## src/rtl/sar_pkg.sv

```systemverilog
package sar_pkg;
    typedef enum logic [1:0] {
        S_IDLE,
        S_ARM,
        S_DECIDE
    } seq_state_e;
endpackage

```

## src/rtl/sar_start_sync.sv

```systemverilog
module sar_start_sync #(
    parameter int STAGES = 2
) (
    input  logic clk,
    input  logic rst,
    input  logic req_async,
    output logic start_pulse
);
    logic [STAGES-1:0] chain_q;
    logic              seen_q;

    generate
        for (genvar g = 0; g < STAGES; g++) begin : g_stage
            if (g == 0) begin : g_first
                always_ff @(posedge clk) begin
                    if (rst) chain_q[g] <= 1'b0;
                    else     chain_q[g] <= req_async;
                end
            end else begin : g_rest
                always_ff @(posedge clk) begin
                    if (rst) chain_q[g] <= 1'b0;
                    else     chain_q[g] <= chain_q[g-1];
                end
            end
        end
    endgenerate

    always_ff @(posedge clk) begin
        if (rst) seen_q <= 1'b0;
        else     seen_q <= chain_q[STAGES-1];
    end

    assign start_pulse = chain_q[STAGES-1] & ~seen_q;
endmodule

```

## src/rtl/sar_fsm.sv

```systemverilog
module sar_fsm
    import sar_pkg::*;
#(
    parameter int WIDTH = 12,
    localparam int IDX_W = $clog2(WIDTH + 1)
) (
    input  logic             clk,
    input  logic             rst,
    input  logic             start_pulse,
    output logic             preset,
    output logic             decide_en,
    output logic [IDX_W-1:0] bit_idx,
    output logic             busy_n
);
    seq_state_e       st_q, st_d;
    logic [IDX_W-1:0] idx_d;
    logic             busy_d;

    always_ff @(posedge clk) begin
        if (rst) begin
            st_q    <= S_IDLE;
            bit_idx <= '0;
            busy_n  <= 1'b1;
        end else begin
            st_q    <= st_d;
            bit_idx <= idx_d;
            busy_n  <= busy_d;
        end
    end

    always_comb begin
        st_d      = st_q;
        idx_d     = bit_idx;
        busy_d    = busy_n;
        preset    = 1'b0;
        decide_en = 1'b0;
        unique case (st_q)
            S_IDLE: begin
                if (start_pulse) begin
                    preset = 1'b1;
                    busy_d = 1'b0;
                    st_d   = S_ARM;
                end
            end
            S_ARM: begin
                idx_d = IDX_W'(WIDTH - 1);
                st_d  = S_DECIDE;
            end
            S_DECIDE: begin
                decide_en = 1'b1;
                if (bit_idx == '0) begin
                    busy_d = 1'b1;
                    st_d   = S_IDLE;
                end else begin
                    idx_d = bit_idx - 1'b1;
                end
            end
            default: st_d = S_IDLE;
        endcase
    end


    start_drop_chk: assert property (@(posedge clk) disable iff (rst)
        (start_pulse && st_q == S_IDLE) |=> !busy_n);


    busy_end_chk: assert property (@(posedge clk) disable iff (rst)
        $rose(busy_n) |-> $past(st_q == S_DECIDE && bit_idx == '0));
endmodule

```

## src/rtl/sar_datapath.sv

```systemverilog
module sar_datapath #(
    parameter int WIDTH = 12,
    localparam int IDX_W = $clog2(WIDTH + 1)
) (
    input  logic             clk,
    input  logic             rst,
    input  logic             preset,
    input  logic             decide_en,
    input  logic [IDX_W-1:0] bit_idx,
    input  logic             cmp_hi,
    output logic [WIDTH-1:0] trial_q,
    output logic [WIDTH-1:0] result_q
);
    always_ff @(posedge clk) begin
        if (rst) begin
            trial_q  <= '0;
            result_q <= '0;
        end else if (preset) begin
            trial_q <= {1'b1, {(WIDTH-1){1'b0}}};
        end else if (decide_en) begin
            for (int i = 0; i < WIDTH; i++) begin
                if (IDX_W'(i) == bit_idx)
                    trial_q[i] <= cmp_hi;
                else if (IDX_W'(i + 1) == bit_idx)
                    trial_q[i] <= 1'b1;
            end
            if (bit_idx == '0)
                result_q <= {trial_q[WIDTH-1:1], cmp_hi};
        end
    end


    trial_step_chk: assert property (@(posedge clk) disable iff (rst)
        decide_en |=> $countones(trial_q ^ $past(trial_q)) <= 2);
endmodule

```

## src/rtl/sar_conv_ctrl.sv

```systemverilog
module sar_conv_ctrl #(
    parameter int WIDTH       = 12,
    parameter int SYNC_STAGES = 2
) (
    input  logic             clk,
    input  logic             rst,
    input  logic             sel_n,
    input  logic             rd_n,
    input  logic             cmp_hi,
    output logic [WIDTH-1:0] trial_code,
    output logic             busy_n,
    output logic [WIDTH-1:0] rd_data,
    output logic             rd_data_oe
);
    localparam int IDX_W = $clog2(WIDTH + 1);

    logic             access;
    logic             start_pulse;
    logic             preset;
    logic             decide_en;
    logic [IDX_W-1:0] bit_idx;

    assign access     = ~sel_n & ~rd_n;
    assign rd_data_oe = access;

    sar_start_sync #(.STAGES(SYNC_STAGES)) u_sync (
        .clk         (clk),
        .rst         (rst),
        .req_async   (access),
        .start_pulse (start_pulse)
    );

    sar_fsm #(.WIDTH(WIDTH)) u_fsm (
        .clk         (clk),
        .rst         (rst),
        .start_pulse (start_pulse),
        .preset      (preset),
        .decide_en   (decide_en),
        .bit_idx     (bit_idx),
        .busy_n      (busy_n)
    );

    sar_datapath #(.WIDTH(WIDTH)) u_dp (
        .clk       (clk),
        .rst       (rst),
        .preset    (preset),
        .decide_en (decide_en),
        .bit_idx   (bit_idx),
        .cmp_hi    (cmp_hi),
        .trial_q   (trial_code),
        .result_q  (rd_data)
    );


    half_scale_chk: assert property (@(posedge clk) disable iff (rst)
        $fell(busy_n) |-> trial_code == {1'b1, {(WIDTH-1){1'b0}}});


    latch_hold_chk: assert property (@(posedge clk) disable iff (rst)
        !$rose(busy_n) |-> $stable(rd_data));
endmodule

```

## config.mk

```make
export PLATFORM = sky130hd
export DESIGN_NAME = sar_conv_ctrl
export DESIGN_NICKNAME = d
export VERILOG_FILES = /design/src/rtl/sar_pkg.sv /design/src/rtl/sar_start_sync.sv /design/src/rtl/sar_fsm.sv /design/src/rtl/sar_datapath.sv /design/src/rtl/sar_conv_ctrl.sv
export SDC_FILE = /design/constraint.sdc
export NUM_CORES = 1
export LEC_CHECK = 0
export BUFFER_PORTS_ARGS = -buffer_cell sky130_fd_sc_hd__buf_2
export CAP_MARGIN = 10
export CORE_UTILIZATION = 51
export CTS_BUF_LIST = sky130_fd_sc_hd__clkbuf_8 sky130_fd_sc_hd__clkbuf_16
export DETAILED_ROUTE_END_ITERATION = 10
export PLACE_DENSITY = 0.76
export SETUP_SLACK_MARGIN = 0.02
export SYNTH_ARGS = -nofsm -noshare
export SYNTH_HDL_FRONTEND = slang
export SYNTH_SLANG_ARGS = --single-unit
export TNS_END_PERCENT = 50
```

## constraint.sdc

```tcl
create_clock -name clk -period 2.55 [get_ports clk]
set_clock_uncertainty 0.2 [all_clocks]
set_input_delay 0.255 -clock clk [delete_from_list [all_inputs] [get_ports clk]]
set_output_delay 0.255 -clock clk [all_outputs]
set_load 0.01 [all_outputs]
```

==> reports/summary.log, run 1 <==
qor: logic_synthesis.mappedNetlistArea 0.00149 mm²
qor: clock_network.cts_num_sinks 34
qor: clock_network.hold_buffer_count_at_cts 2
qor: routing.drt_iter0_drc 51
qor: clock_network.cts_resized 0
qor: power.power.density_cell_area 560 mW/mm²
qor: floorplanning.area_of_the_die 0.00313 mm²
qor: cells_and_area.layout_common_cells sky130_fd_sc_hd__dfxtp_1 (34), sky130_fd_sc_hd__buf_2 (30), sky130_fd_sc_hd__a21oi_1 (25)
qor: cells_and_area.utilization 62.1%
qor: cells_and_area.finish.instance_area 0.00171 mm²
qor: logic_synthesis.post_synth_main_area_contributors sky130_fd_sc_hd__dfxtp_1 (46%), sky130_fd_sc_hd__a21oi_1 (8.4%), sky130_fd_sc_hd__a211oi_1 (5.6%)
qor: routing.finalWirelength 3.40 mm
qor: routing.dr_total_vias 1,315
qor: setup_path.r2r-start u_fsm.bit_idx[0]
qor: routing.route.detailed.drc 0
qor: floorplanning.coreArea 0.00276 mm²
qor: sta.post_route_fraction_of_the_period_consumed_by_the_critical_path 82.1%
qor: global_route.first_global_vias 1,215
qor: global_route.grt_start_max_net_pins 25
qor: hold_path.worst_hold_startpoint cmp_hi
qor: placement.placer_congestion_estimate 0.877
qor: setup_path.critical_path_peak_fanout 13
qor: routing.avgRoutedWirePerCell 15.6 µm
qor: power.total_power 0.958 mW
qor: cells_and_area.antenna-diode-count 0
qor: status.run_status completed
qor: setup_path.cp_data_arrival_time 2050 ps
qor: routing.detail-route-antenna-nets 0
qor: hold_path.worstHoldPathType input port to flop
qor: power.power.clock.fraction 38.6%
qor: cells_and_area.finalNetCount 196
qor: logic_synthesis.synth.ff_latch_count 34
qor: floorplanning.row_count 19
qor: sta.final_hold_viol_count 0
qor: sta.timing.slew.headroom 66.6%
qor: power.p_int 0.735 mW
qor: global_route.grt_util_all_layers 23.1%
qor: sta.actual_slew_at_the_worst_max_slew_pin 498 ps
qor: logic_synthesis.synth.distinct_cells 34
qor: sta.slew_viol_final 0
qor: logic_synthesis.synth_ff_type sky130_fd_sc_hd__dfxtp_1
qor: clock_network.numCtsBuffers 5
qor: setup_path.startpoint u_fsm.bit_idx[0]
qor: cells_and_area.leading_cell_type_in_the_layout_fill_and_taps_excluded sky130_fd_sc_hd__dfxtp_1
qor: setup_path.timing.critical_path.required 2500 ps
qor: clock_network.tritoncts done
qor: placement.cell_area_after_placement 0.00161 mm²
qor: logic_synthesis.mean_instance_size_in_the_synthesized_netlist 9.41 µm²
qor: cells_and_area.fill_cells 258
qor: logic_synthesis.synth_cells 158
qor: logic_synthesis.synth_nets 167
qor: power.p_switching 0.223 mW
qor: power.power.leakage 0.690 nW
qor: routing.first_pass_iters 4
qor: setup_path.critPathKind flop to flop
qor: clock_network.max-clock-path-buffers 2
qor: logic_synthesis.yosysTopAreaCellShare 45.8%
qor: clock_network.clockRootBuffer sky130_fd_sc_hd__clkbuf_8
qor: cells_and_area.seqCellArea 681 µm²
qor: floorplanning.floorplan.io_pins 31
qor: cells_and_area.multi_input_area 706 µm²
qor: floorplanning.initial_utilization 53.9%
qor: routing.via_per_inst 6.03
qor: sta.post-route-min-period 2090 ps
qor: cells_and_area.layout-drive-gt1-share 26.2%
qor: power.sequentialPowerShare 56.4%
qor: placement.dp_hpwl 2.30 mm
qor: logic_synthesis.synth_largest_area_cell sky130_fd_sc_hd__dfxtp_1
qor: logic_synthesis.synth-warning-count 0
qor: clock_network.clkSlewWorstSetupHoldPaths 70 ps
qor: cells_and_area.area_growth 15.2%
qor: power.power.switching_fraction 23.3%
qor: setup_path.crit_path_end_kind flop
qor: run.drv_cap 0
qor: logic_synthesis.share_of_synthesized_area_occupied_by_flip_flops_and_latches 45.8%
qor: sta.rsz0062_at_grt no
qor: power.power.ir.vdd_worst 0.486 mV
qor: logic_synthesis.edff_count_synth 0
qor: placement.port-buffer-count 30
qor: sta.fmax 0.477 GHz
qor: floorplanning.die_h 56.0 µm
qor: logic_synthesis.async_reset_ff_share 0%
qor: sta.setup_violations 0
qor: cells_and_area.instances_no_fill 218
qor: clock_network.htree_num_levels 2
qor: global_route.grt_first_pass_wirelength 5.56 mm
qor: global_route.antenna_found_initial 0
qor: power.share_comb_of_total_power 5.1%
qor: setup_path.critPathLaunchType flop
qor: clock_network.cts.repair_timing.setup_buffer_count 0
qor: floorplanning.die_width 56.0 µm
qor: clock_network.insertion_delay 290 ps
qor: placement.dpl.cell_count 209
qor: sta.setup-tns-final 0 ps
qor: global_route.gr-total-overflow 0
==> metal layers <==
| metal | vias up | routed length, µm | track usage (%) |
|---|---|---|---|
| met5 | - | 0 | 0 |
| met4 | 0 | 68 | 9.76 |
| met1 | 625 | 1480 | 28.0 |
| met2 | 45 | 1660 | 37.8 |
| met3 | 8 | 194 | 6.98 |
| li1 | 637 | - | - |
==> flip-flops by register name, summed over array words and instances, names as in the netlist <==
register and flops:
u_dp.result_q 12, u_dp.trial_q 12, u_fsm.bit_idx 4, u_fsm.busy_n 1
u_fsm.st_q 2, u_sync.chain_q 2, u_sync.seen_q 1
==> path summary, 6_finish.rpt <==
path / endpoint / slack [ps] / cells past startpoint
min: u_dp.result_q[0] / 80 / 3
min reg2reg: u_sync.chain_q[1] / 240 / 1
max: u_fsm.bit_idx[1] / 460 / 5
max reg2reg: u_fsm.bit_idx[1] / 460 / 5
==> critical path, cell delays in order (launching register included) <==
cell and delay, ps:
sky130_fd_sc_hd__dfxtp_1 350, sky130_fd_sc_hd__inv_1 130, sky130_fd_sc_hd__ha_1 410, sky130_fd_sc_hd__or3b_1 470
sky130_fd_sc_hd__a211oi_1 310, sky130_fd_sc_hd__a311oi_1 90
==> cell families (layout without fill, tap and decap cells) <==
logic type	count (synthesis)	count (layout)	synth area share [%]
and+or+nand+nor	42	42	19.4
AOI/OAI and AO/OA	59	59	24.0
DFF	34	34	45.8
buffers and inverters	18	47	6.73
adders and majority gates	4	4	3.37
muxes	1	1	0.758
==> stage by stage <==
stage          hold slack, ps  setup WS (ps)
2_1_floorplan             126            909
3_3_place_gp              226            660
3_5_place_dp              230            499
4_1_cts                  73.8            474
5_1_grt                  77.8            380
6_report                 78.4            455
==> power by group through the flow <==
stage	combinational, mW	sequential (mW)	clock (mW)
floorplan	0.0339	0.550	0
global placement	0.0434	0.552	0
detailed placement	0.0456	0.552	0
CTS	0.0478	0.540	0.377
global route	0.0531	0.540	0.398
finish	0.0486	0.540	0.370
==> layout make-up <==
class,instances,area share [%]
multi-input combinational,106,41.2
tap,31,2.27
sequential,34,39.8
inverter,6,1.32
timing repair buffer,34,10.8
clock inverter,2,0.585
clock buffer,5,4.02
==> cell usage after synthesis, types with 2 or more instances <==
| cell | number |
|---|---|
| sky130_fd_sc_hd__dfxtp_1 | 34 |
| sky130_fd_sc_hd__a221oi_1 | 3 |
| sky130_fd_sc_hd__inv_1 | 6 |
| sky130_fd_sc_hd__buf_6 | 3 |
| sky130_fd_sc_hd__ha_1 | 4 |
| sky130_fd_sc_hd__a21oi_1 | 25 |
| sky130_fd_sc_hd__o21ai_0 | 6 |
| sky130_fd_sc_hd__a211oi_1 | 11 |
| sky130_fd_sc_hd__nor2b_1 | 8 |
| sky130_fd_sc_hd__nor2_1 | 4 |
| sky130_fd_sc_hd__and3b_1 | 2 |
| sky130_fd_sc_hd__nand3_1 | 13 |
| sky130_fd_sc_hd__or2_2 | 3 |
| sky130_fd_sc_hd__o21ai_1 | 8 |
| sky130_fd_sc_hd__a311oi_1 | 3 |
| sky130_fd_sc_hd__clkbuf_1 | 2 |
| sky130_fd_sc_hd__buf_2 | 5 |
| sky130_fd_sc_hd__and4bb_2 | 2 |
Power figures use the tool's default switching activity.
==> run 2: changes to the inputs <==
CORE_UTILIZATION = 48   (was 51)
PLACE_DENSITY = 0.75   (was 0.76)
clock period = 1.8 ns   (was 2.55 ns; I/O delays follow)
==> run 2 against run 1 <==
Net effect: the run now ends with DRC left; clock power increased by 91%; hold slack got worse by 68 ps; largest cell class unchanged; power increased by 62%.
==> reports/summary.log, run 2 (synthesis gave the netlist of run 1 again) <==
qor: power.power.leakage 0.754 nW [was 0.690 nW]
qor: global_route.gr-total-overflow 0 [unchanged]
qor: status.violations DRC
qor: routing.via_per_inst 5.82 [was 6.03]
qor: global_route.global_route.usage.met1 27.1% [was 28.0%]
qor: global_route.first_global_vias 1,216 [was 1,215]
qor: sta.fmax 0.593 GHz [was 0.477 GHz]
qor: clock_network.insertion_delay 280 ps [was 290 ps]
qor: sta.setup_slack 114 ps [was 455 ps]
qor: placement.port-buffer-count 30 [unchanged]
qor: setup_path.critPathLaunchType flop [unchanged]
qor: sta.actual_slew_at_the_worst_max_slew_pin 441 ps [was 498 ps]
qor: placement.placer_congestion_estimate 0.850 [was 0.877]
qor: run.drv_cap 0 [unchanged]
qor: clock_network.cts_num_sinks 34 [unchanged]
qor: routing.route.detailed.drc 1 [was 0]
qor: clock_network.max-clock-path-buffers 2 [unchanged]
qor: sta.setup_violations 0 [unchanged]
qor: cells_and_area.leading_cell_type_in_the_layout_fill_and_taps_excluded sky130_fd_sc_hd__dfxtp_1 [unchanged]
qor: status.run_status finished with violations [was completed]
qor: hold_path.worstHoldPathType input port to flop [unchanged]
qor: clock_network.clockRootBuffer sky130_fd_sc_hd__clkbuf_8 [unchanged]
qor: routing.dr_total_vias 1,322 [was 1,315]
qor: cells_and_area.seqCellArea 683 µm² [was 681 µm²]
qor: global_route.grt_start_max_net_pins 25 [unchanged]
qor: cells_and_area.fill_cells 252 [was 258]
qor: clock_network.tritoncts done [unchanged]
qor: placement.dpl.cell_count 216 [was 209]
qor: global_route.antenna_found_initial 0 [unchanged]
qor: setup_path.timing.critical_path.required 1760 ps [was 2500 ps]
qor: floorplanning.die_h 57.7 µm [was 56.0 µm]
qor: floorplanning.coreArea 0.00285 mm² [was 0.00276 mm²]
qor: floorplanning.die_width 57.7 µm [was 56.0 µm]
qor: sta.final_hold_viol_count 0 [unchanged]
qor: clock_network.htree_num_levels 2 [unchanged]
qor: cells_and_area.instances_no_fill 227 [was 218]
qor: sta.post_route_fraction_of_the_period_consumed_by_the_critical_path 93.7% [was 82.1%]
qor: floorplanning.area_of_the_die 0.00332 mm² [was 0.00313 mm²]
qor: cells_and_area.utilization 64.4% [was 62.1%]
qor: cells_and_area.reg_top3 u_dp.result_q: 12 flops, u_dp.trial_q: 12 flops, u_fsm.bit_idx: 4 flops [unchanged]
qor: clock_network.numCtsBuffers 5 [unchanged]
qor: global_route.grt.met3_usage 5.36% [was 6.98%]
qor: sta.rsz0062_at_grt no [unchanged]
qor: power.power.density_cell_area 845 mW/mm² [was 560 mW/mm²]
qor: global_route.grt_first_pass_wirelength 5.40 mm [was 5.56 mm]
qor: sta.slew_viol_final 0 [unchanged]
qor: setup_path.cp_data_arrival_time 1650 ps [was 2050 ps]
qor: power.power.ir.vdd_worst 0.542 mV [was 0.486 mV]
qor: cells_and_area.antenna-diode-count 0 [unchanged]
qor: floorplanning.row_count 19 [unchanged]
qor: routing.finalWirelength 3.42 mm [was 3.40 mm]
qor: cells_and_area.multi_input_area 727 µm² [was 706 µm²]
qor: clock_network.clkSlewWorstSetupHoldPaths 70 ps [about the same]
qor: setup_path.critPathKind flop to flop [unchanged]
qor: setup_path.critical_path_peak_fanout 7 [was 13]
qor: placement.dp_hpwl 2.35 mm [was 2.30 mm]
qor: global_route.grt.busiest_layer met2 [unchanged]
qor: cells_and_area.area_growth 23.6% [was 15.2%]
qor: floorplanning.floorplan.io_pins 31 [unchanged]
qor: routing.avgRoutedWirePerCell 15.1 µm [was 15.6 µm]
qor: setup_path.crit_path_end_kind flop [unchanged]
qor: global_route.globalRouteMet2Util 34.1% [was 37.8%]
qor: cells_and_area.layout_common_cells sky130_fd_sc_hd__dfxtp_1 (32), sky130_fd_sc_hd__buf_2 (30), sky130_fd_sc_hd__a21oi_1 (25) [was sky130_fd_sc_hd__dfxtp_1 (34), sky130_fd_sc_hd__buf_2 (30), sky130_fd_sc_hd__a21oi_1 (25)]
qor: cells_and_area.finalNetCount 205 [was 196]
qor: routing.drt_iter0_drc 52 [was 51]
qor: routing.detail-route-antenna-nets 0 [unchanged]
qor: placement.place_ws 12.2 ps [was 499 ps]
qor: floorplanning.initial_utilization 52.1% [was 53.9%]
qor: routing.first_pass_iters 9 [was 4]
qor: sta.timing.slew.headroom 70.6% [was 66.6%]
qor: sta.post-route-min-period 1690 ps [was 2090 ps]
qor: sta.setup-tns-final 0 ps [unchanged]
qor: global_route.grt_util_all_layers 21.4% [was 23.1%]
qor: cells_and_area.layout-drive-gt1-share 32.7% [was 26.2%]
==> run 2: cell count changes in the layout (fill, tap and decap cells not counted), sizes merged <==
cell    previous run  this run
bufinv             0         1
buf               32        41
clkinv             2         0
clkbuf             5         6
==> run 2: path summary, 6_finish.rpt <==
kind / end / start / cells after the start / slack (ps)
worst min-delay path: u_dp.result_q[0] / cmp_hi / 3 / 10
worst max register to register: u_dp.trial_q[7] / u_fsm.bit_idx[3] / 4 / 110
worst max-delay path: u_dp.trial_q[7] / u_fsm.bit_idx[3] / 4 / 110
worst min register to register: u_sync.chain_q[1] / u_sync.chain_q[0] / 1 / 260
==> run 2: critical path, cell delays in order, from the launching register on <==
cell	delay [ps]
sky130_fd_sc_hd__dfxtp_1	360
sky130_fd_sc_hd__buf_4	180
sky130_fd_sc_hd__and4bb_2	360
sky130_fd_sc_hd__nor2b_1	320
sky130_fd_sc_hd__a221oi_1	140
==> run 2: metal layers <==
metal  share of wire, %  up-vias
li1                   -      654
met1                 45      621
met2                 48       42
met3                5.6        5
met4                1.1        0
met5                  0        -
==> run 2: metrics by stage <==
step                total power, mW  hold slack, ps  instance area (µm²)
floorplan                     0.828            51.1                 1490
global placement              0.850             152                 1670
detailed placement            0.853             157                 1670
CTS                            1.55            5.00                 1800
global route                   1.61            48.2                 1840
finish                         1.55            10.9                 1840
==> run 2: timing repair <==
item	CTS	global route
hold buffers	2	0
setup endpoints to repair	1	20
gates resized for setup	1	6
hold endpoints to repair	1	0
buffers inserted	0	2
==> run 2: final cells by class <==
type	instances	share of cell area, %
Clock buffer	6	4.50
Sequential cell	34	37.2
Tap cell	31	2.11
Clock inverter	1	1.63
Inverter	6	1.23
Timing Repair Buffer	43	13.8
Multi-Input combinational cell	106	39.6
==> run 2: power by group <==
part / total (mW) / switching (mW) / internal [mW]
clock network: 0.708 / 0.266 / 0.443
logic: 0.0808 / 0.0485 / 0.0323
registers: 0.763 / 0.00452 / 0.758
==> run 3: changes to the inputs <==
ABC_AREA = 1   (was not set)
==> run 3 against run 2 <==
Net effect: the flow still finishes with violations (DRC); worst setup slack better by 56 ps; via count rose by 3.7%; hold slack better by 200 ps; sequential cell count stayed put; clock-buffer cell count is 2 higher; first-iteration DRC count fell by 35%; register-to-register slack better by 60 ps; power shrank 3.6%; largest cell class is now flip-flops and latches.
==> reports/summary.log, run 3 <==
qor: logic_synthesis.post_synth_main_area_contributors sky130_fd_sc_hd__dfxtp_1 (46%), sky130_fd_sc_hd__nor2_1 (8.8%), sky130_fd_sc_hd__inv_1 (7.5%) [was sky130_fd_sc_hd__dfxtp_1 (46%), sky130_fd_sc_hd__a21oi_1 (8.4%), sky130_fd_sc_hd__a211oi_1 (5.6%)]
qor: sta.post-route-min-period 1630 ps [was 1690 ps]
qor: placement.dp_hpwl 2.17 mm [was 2.35 mm]
qor: setup_path.cp_data_arrival_time 1640 ps [was 1650 ps]
qor: sta.rsz0062_at_grt no [unchanged]
qor: cells_and_area.reg_top3 u_dp.result_q: 12 flops, u_dp.trial_q: 12 flops, u_fsm.bit_idx: 4 flops [unchanged]
qor: floorplanning.die_h 57.8 µm [was 57.7 µm]
qor: sta.fmax 0.613 GHz [was 0.593 GHz]
qor: floorplanning.initial_utilization 52.4% [was 52.1%]
qor: sta.timing.slew.headroom 76.6% [was 70.6%]
qor: clock_network.cts.repair_timing.setup_buffer_count 0 [unchanged]
qor: logic_synthesis.synth_nets 216 [was 167]
qor: placement.port-buffer-count 30 [unchanged]
qor: cells_and_area.layout-drive-gt1-share 20.2% [was 32.7%]
qor: sta.setup_slack 170 ps [was 114 ps]
qor: logic_synthesis.mean_instance_size_in_the_synthesized_netlist 7.22 µm² [was 9.41 µm²]
qor: routing.via_per_inst 4.93 [was 5.82]
qor: global_route.grt_first_pass_wirelength 5.29 mm [was 5.40 mm]
qor: logic_synthesis.edff_count_synth 0 [unchanged]
qor: power.power.ir.vdd_worst 0.514 mV [was 0.542 mV]
qor: sta.actual_slew_at_the_worst_max_slew_pin 350 ps [was 441 ps]
qor: run.drv_cap 0 [unchanged]
qor: clock_network.clkSlewWorstSetupHoldPaths 70 ps [about the same]
qor: setup_path.crit_path_end_kind flop [unchanged]
qor: logic_synthesis.yosysMostFrequentCell sky130_fd_sc_hd__nor2_1 [was sky130_fd_sc_hd__dfxtp_1]
qor: clock_network.insertion_delay 290 ps [was 280 ps]
qor: global_route.gr-total-overflow 0 [unchanged]
qor: setup_path.critical_path_peak_fanout 12 [was 7]
qor: routing.avgRoutedWirePerCell 11.1 µm [was 15.1 µm]
qor: logic_synthesis.synth_ff_type sky130_fd_sc_hd__dfxtp_1 [unchanged]
qor: routing.dr_total_vias 1,371 [was 1,322]
qor: logic_synthesis.synth.distinct_cells 23 [was 34]
qor: sta.setup-tns-final 0 ps [unchanged]
qor: routing.drt_iter0_drc 34 [was 52]
qor: cells_and_area.antenna-diode-count 0 [unchanged]
qor: setup_path.critPathLaunchType flop [unchanged]
qor: sta.setup_violations 0 [unchanged]
qor: routing.detailroute.wirelength.met3 180 µm [was 191 µm]
qor: global_route.first_global_vias 1,226 [was 1,216]
qor: routing.maxUsedRoutingLayer met4 [unchanged]
qor: hold_path.worstHoldPathType flop to flop [was input port to flop]
qor: clock_network.cts_num_sinks 34 [unchanged]
qor: sta.slew_viol_final 0 [unchanged]
qor: routing.route.detailed.drc 4 [was 1]
qor: clock_network.numCtsBuffers 5 [unchanged]
qor: logic_synthesis.synth_cells 207 [was 158]
qor: hold_path.hold-path-cell-count 2 [was 3]
qor: cells_and_area.leading_cell_type_in_the_layout_fill_and_taps_excluded sky130_fd_sc_hd__nor2_1 [was sky130_fd_sc_hd__dfxtp_1]
qor: routing.first_pass_iters 7 [was 9]
qor: clock_network.max-clock-path-buffers 2 [unchanged]
qor: global_route.antenna_found_initial 0 [unchanged]
qor: logic_synthesis.yosysTopAreaCellShare 45.5% [was 45.8%]
qor: cells_and_area.utilization 64.4% [about the same]
qor: setup_path.timing.critical_path.required 1810 ps [was 1760 ps]
qor: setup_path.critPathKind flop to flop [unchanged]
qor: routing.met2_length 1.35 mm [was 1.66 mm]
qor: logic_synthesis.mappedNetlistArea 0.00150 mm² [was 0.00149 mm²]
qor: global_route.grt_util_all_layers 20.4% [was 21.4%]
qor: cells_and_area.layout_common_cells sky130_fd_sc_hd__nor2_1 (35), sky130_fd_sc_hd__dfxtp_1 (34), sky130_fd_sc_hd__inv_1 (30), sky130_fd_sc_hd__nand2_1 (30), sky130_fd_sc_hd__buf_2 (30) [was sky130_fd_sc_hd__dfxtp_1 (32), sky130_fd_sc_hd__buf_2 (30), sky130_fd_sc_hd__a21oi_1 (25)]
qor: floorplanning.die_width 57.8 µm [was 57.7 µm]
qor: status.run_status finished with violations [unchanged]
qor: logic_synthesis.synthTopCellsByCount sky130_fd_sc_hd__nor2_1 (35), sky130_fd_sc_hd__dfxtp_1 (34), sky130_fd_sc_hd__inv_1 (30), sky130_fd_sc_hd__nand2_1 (30), sky130_fd_sc_hd__a21oi_1 (22) [was sky130_fd_sc_hd__dfxtp_1 (34), sky130_fd_sc_hd__a21oi_1 (25), sky130_fd_sc_hd__nand3_1 (13)]
qor: floorplanning.row_count 19 [unchanged]
qor: placement.placer_congestion_estimate 0.907 [was 0.850]
qor: cells_and_area.finalNetCount 255 [was 205]
qor: routing.finalWirelength 3.08 mm [was 3.42 mm]
qor: placement.place_ws 115 ps [was 12.2 ps]
qor: routing.route.layer.met1.wl 1.47 mm [was 1.54 mm]
qor: routing.detail-route-antenna-nets 0 [unchanged]
qor: sta.post_route_fraction_of_the_period_consumed_by_the_critical_path 90.6% [was 93.7%]
qor: logic_synthesis.async_reset_ff_share 0% [unchanged]
qor: setup_path.reg2reg_depth 7 [was 4]
qor: clock_network.tritoncts done [unchanged]
qor: cells_and_area.area_growth 22.9% [was 23.6%]
qor: power.power.leakage 0.935 nW [was 0.754 nW]
qor: logic_synthesis.share_of_synthesized_area_occupied_by_flip_flops_and_latches 45.5% [was 45.8%]
qor: cells_and_area.fill_cells 279 [was 252]
qor: logic_synthesis.synth-warning-count 0 [unchanged]
qor: sta.final_hold_viol_count 0 [unchanged]
qor: clock_network.clockRootBuffer sky130_fd_sc_hd__clkbuf_8 [unchanged]
qor: logic_synthesis.synth.ff_latch_count 34 [unchanged]
qor: floorplanning.floorplan.io_pins 31 [unchanged]
qor: floorplanning.area_of_the_die 0.00334 mm² [was 0.00332 mm²]
qor: power.power.density_cell_area 814 mW/mm² [was 845 mW/mm²]
qor: clock_network.htree_num_levels 2 [unchanged]
qor: floorplanning.coreArea 0.00285 mm² [unchanged]
qor: global_route.grt_start_max_net_pins 15 [was 25]
qor: status.violations DRC [unchanged]
qor: logic_synthesis.synth_largest_area_cell sky130_fd_sc_hd__dfxtp_1 [unchanged]
## run 3: cell count changes after synthesis, sizes merged, moves of 3 or more
cell	change
nor2b	-8
or2	-3
a21oi	-3
nand2	+31
nor2	+34
a311oi	-3
a221oi	-3
buf	-5
o21ai	+8
a211oi	-11
inv	+26
## run 3: logic make-up (layout without fill, tap and decap cells)
group	count (synthesis)	in the layout	synth area share [%]
simple gates	82	82	23.1
fa+ha+maj	4	4	3.35
flops	34	34	45.5
compound gates	49	49	17.0
buf+inv	38	78	11.0
## run 3: what timing repair did
action	in CTS	in global routing
hold buffers	4	0
endpoints found under the setup margin	0	10
endpoints found under the hold margin	10	0
gates resized for setup	0	3
## run 3: report_power, final
group	switching, mW	internal (mW)
combinational	0.0480	0.0332
sequential	0.00614	0.762
clock	0.261	0.386
## run 3: final timing paths
kind | from | end | slack (ps)
min reg2reg | u_sync.chain_q[0] | u_sync.chain_q[1] | 210
max | u_fsm.bit_idx[0] | u_dp.result_q[7] | 170
max reg2reg | u_fsm.bit_idx[0] | u_dp.result_q[7] | 170
min | u_sync.chain_q[0] | u_sync.chain_q[1] | 210
## run 3: area by class of cell
cell class,instances,area (µm²),share of cell area [%]
tap,31,38.8,2.11
timing repair buffer,38,224,12.2
sequential,34,681,37.0
inverter,32,123,6.67
multi-input combinational,135,662,36.0
clock buffer,8,110,5.99
## run 3: per-stage QoR
step | power [mW] | instances | hold slack (ps) | area [µm²]
finish | 1.50 | 278 | 211 | 1840
global route | 1.55 | 278 | 225 | 1840
CTS | 1.51 | 278 | 212 | 1820
detailed placement | 0.857 | 266 | 159 | 1670
global placement | 0.857 | 266 | 155 | 1670
floorplan | 0.833 | 207 | 51.1 | 1500
## run 3: critical path, cell delays in order (launching register included)
cell	delay (ps)
sky130_fd_sc_hd__dfxtp_1	330
sky130_fd_sc_hd__inv_1	180
sky130_fd_sc_hd__ha_4	200
sky130_fd_sc_hd__nand2_2	90
sky130_fd_sc_hd__nor2_4	190
sky130_fd_sc_hd__buf_6	170
sky130_fd_sc_hd__o21ai_0	70
sky130_fd_sc_hd__a21oi_1	120
## run 3: routing by layer
metal	global-route usage, %	vias up
met5	0	-
li1	-	729
met4	10.5	0
met2	32.0	38
met1	25.8	592
met3	5.58	12
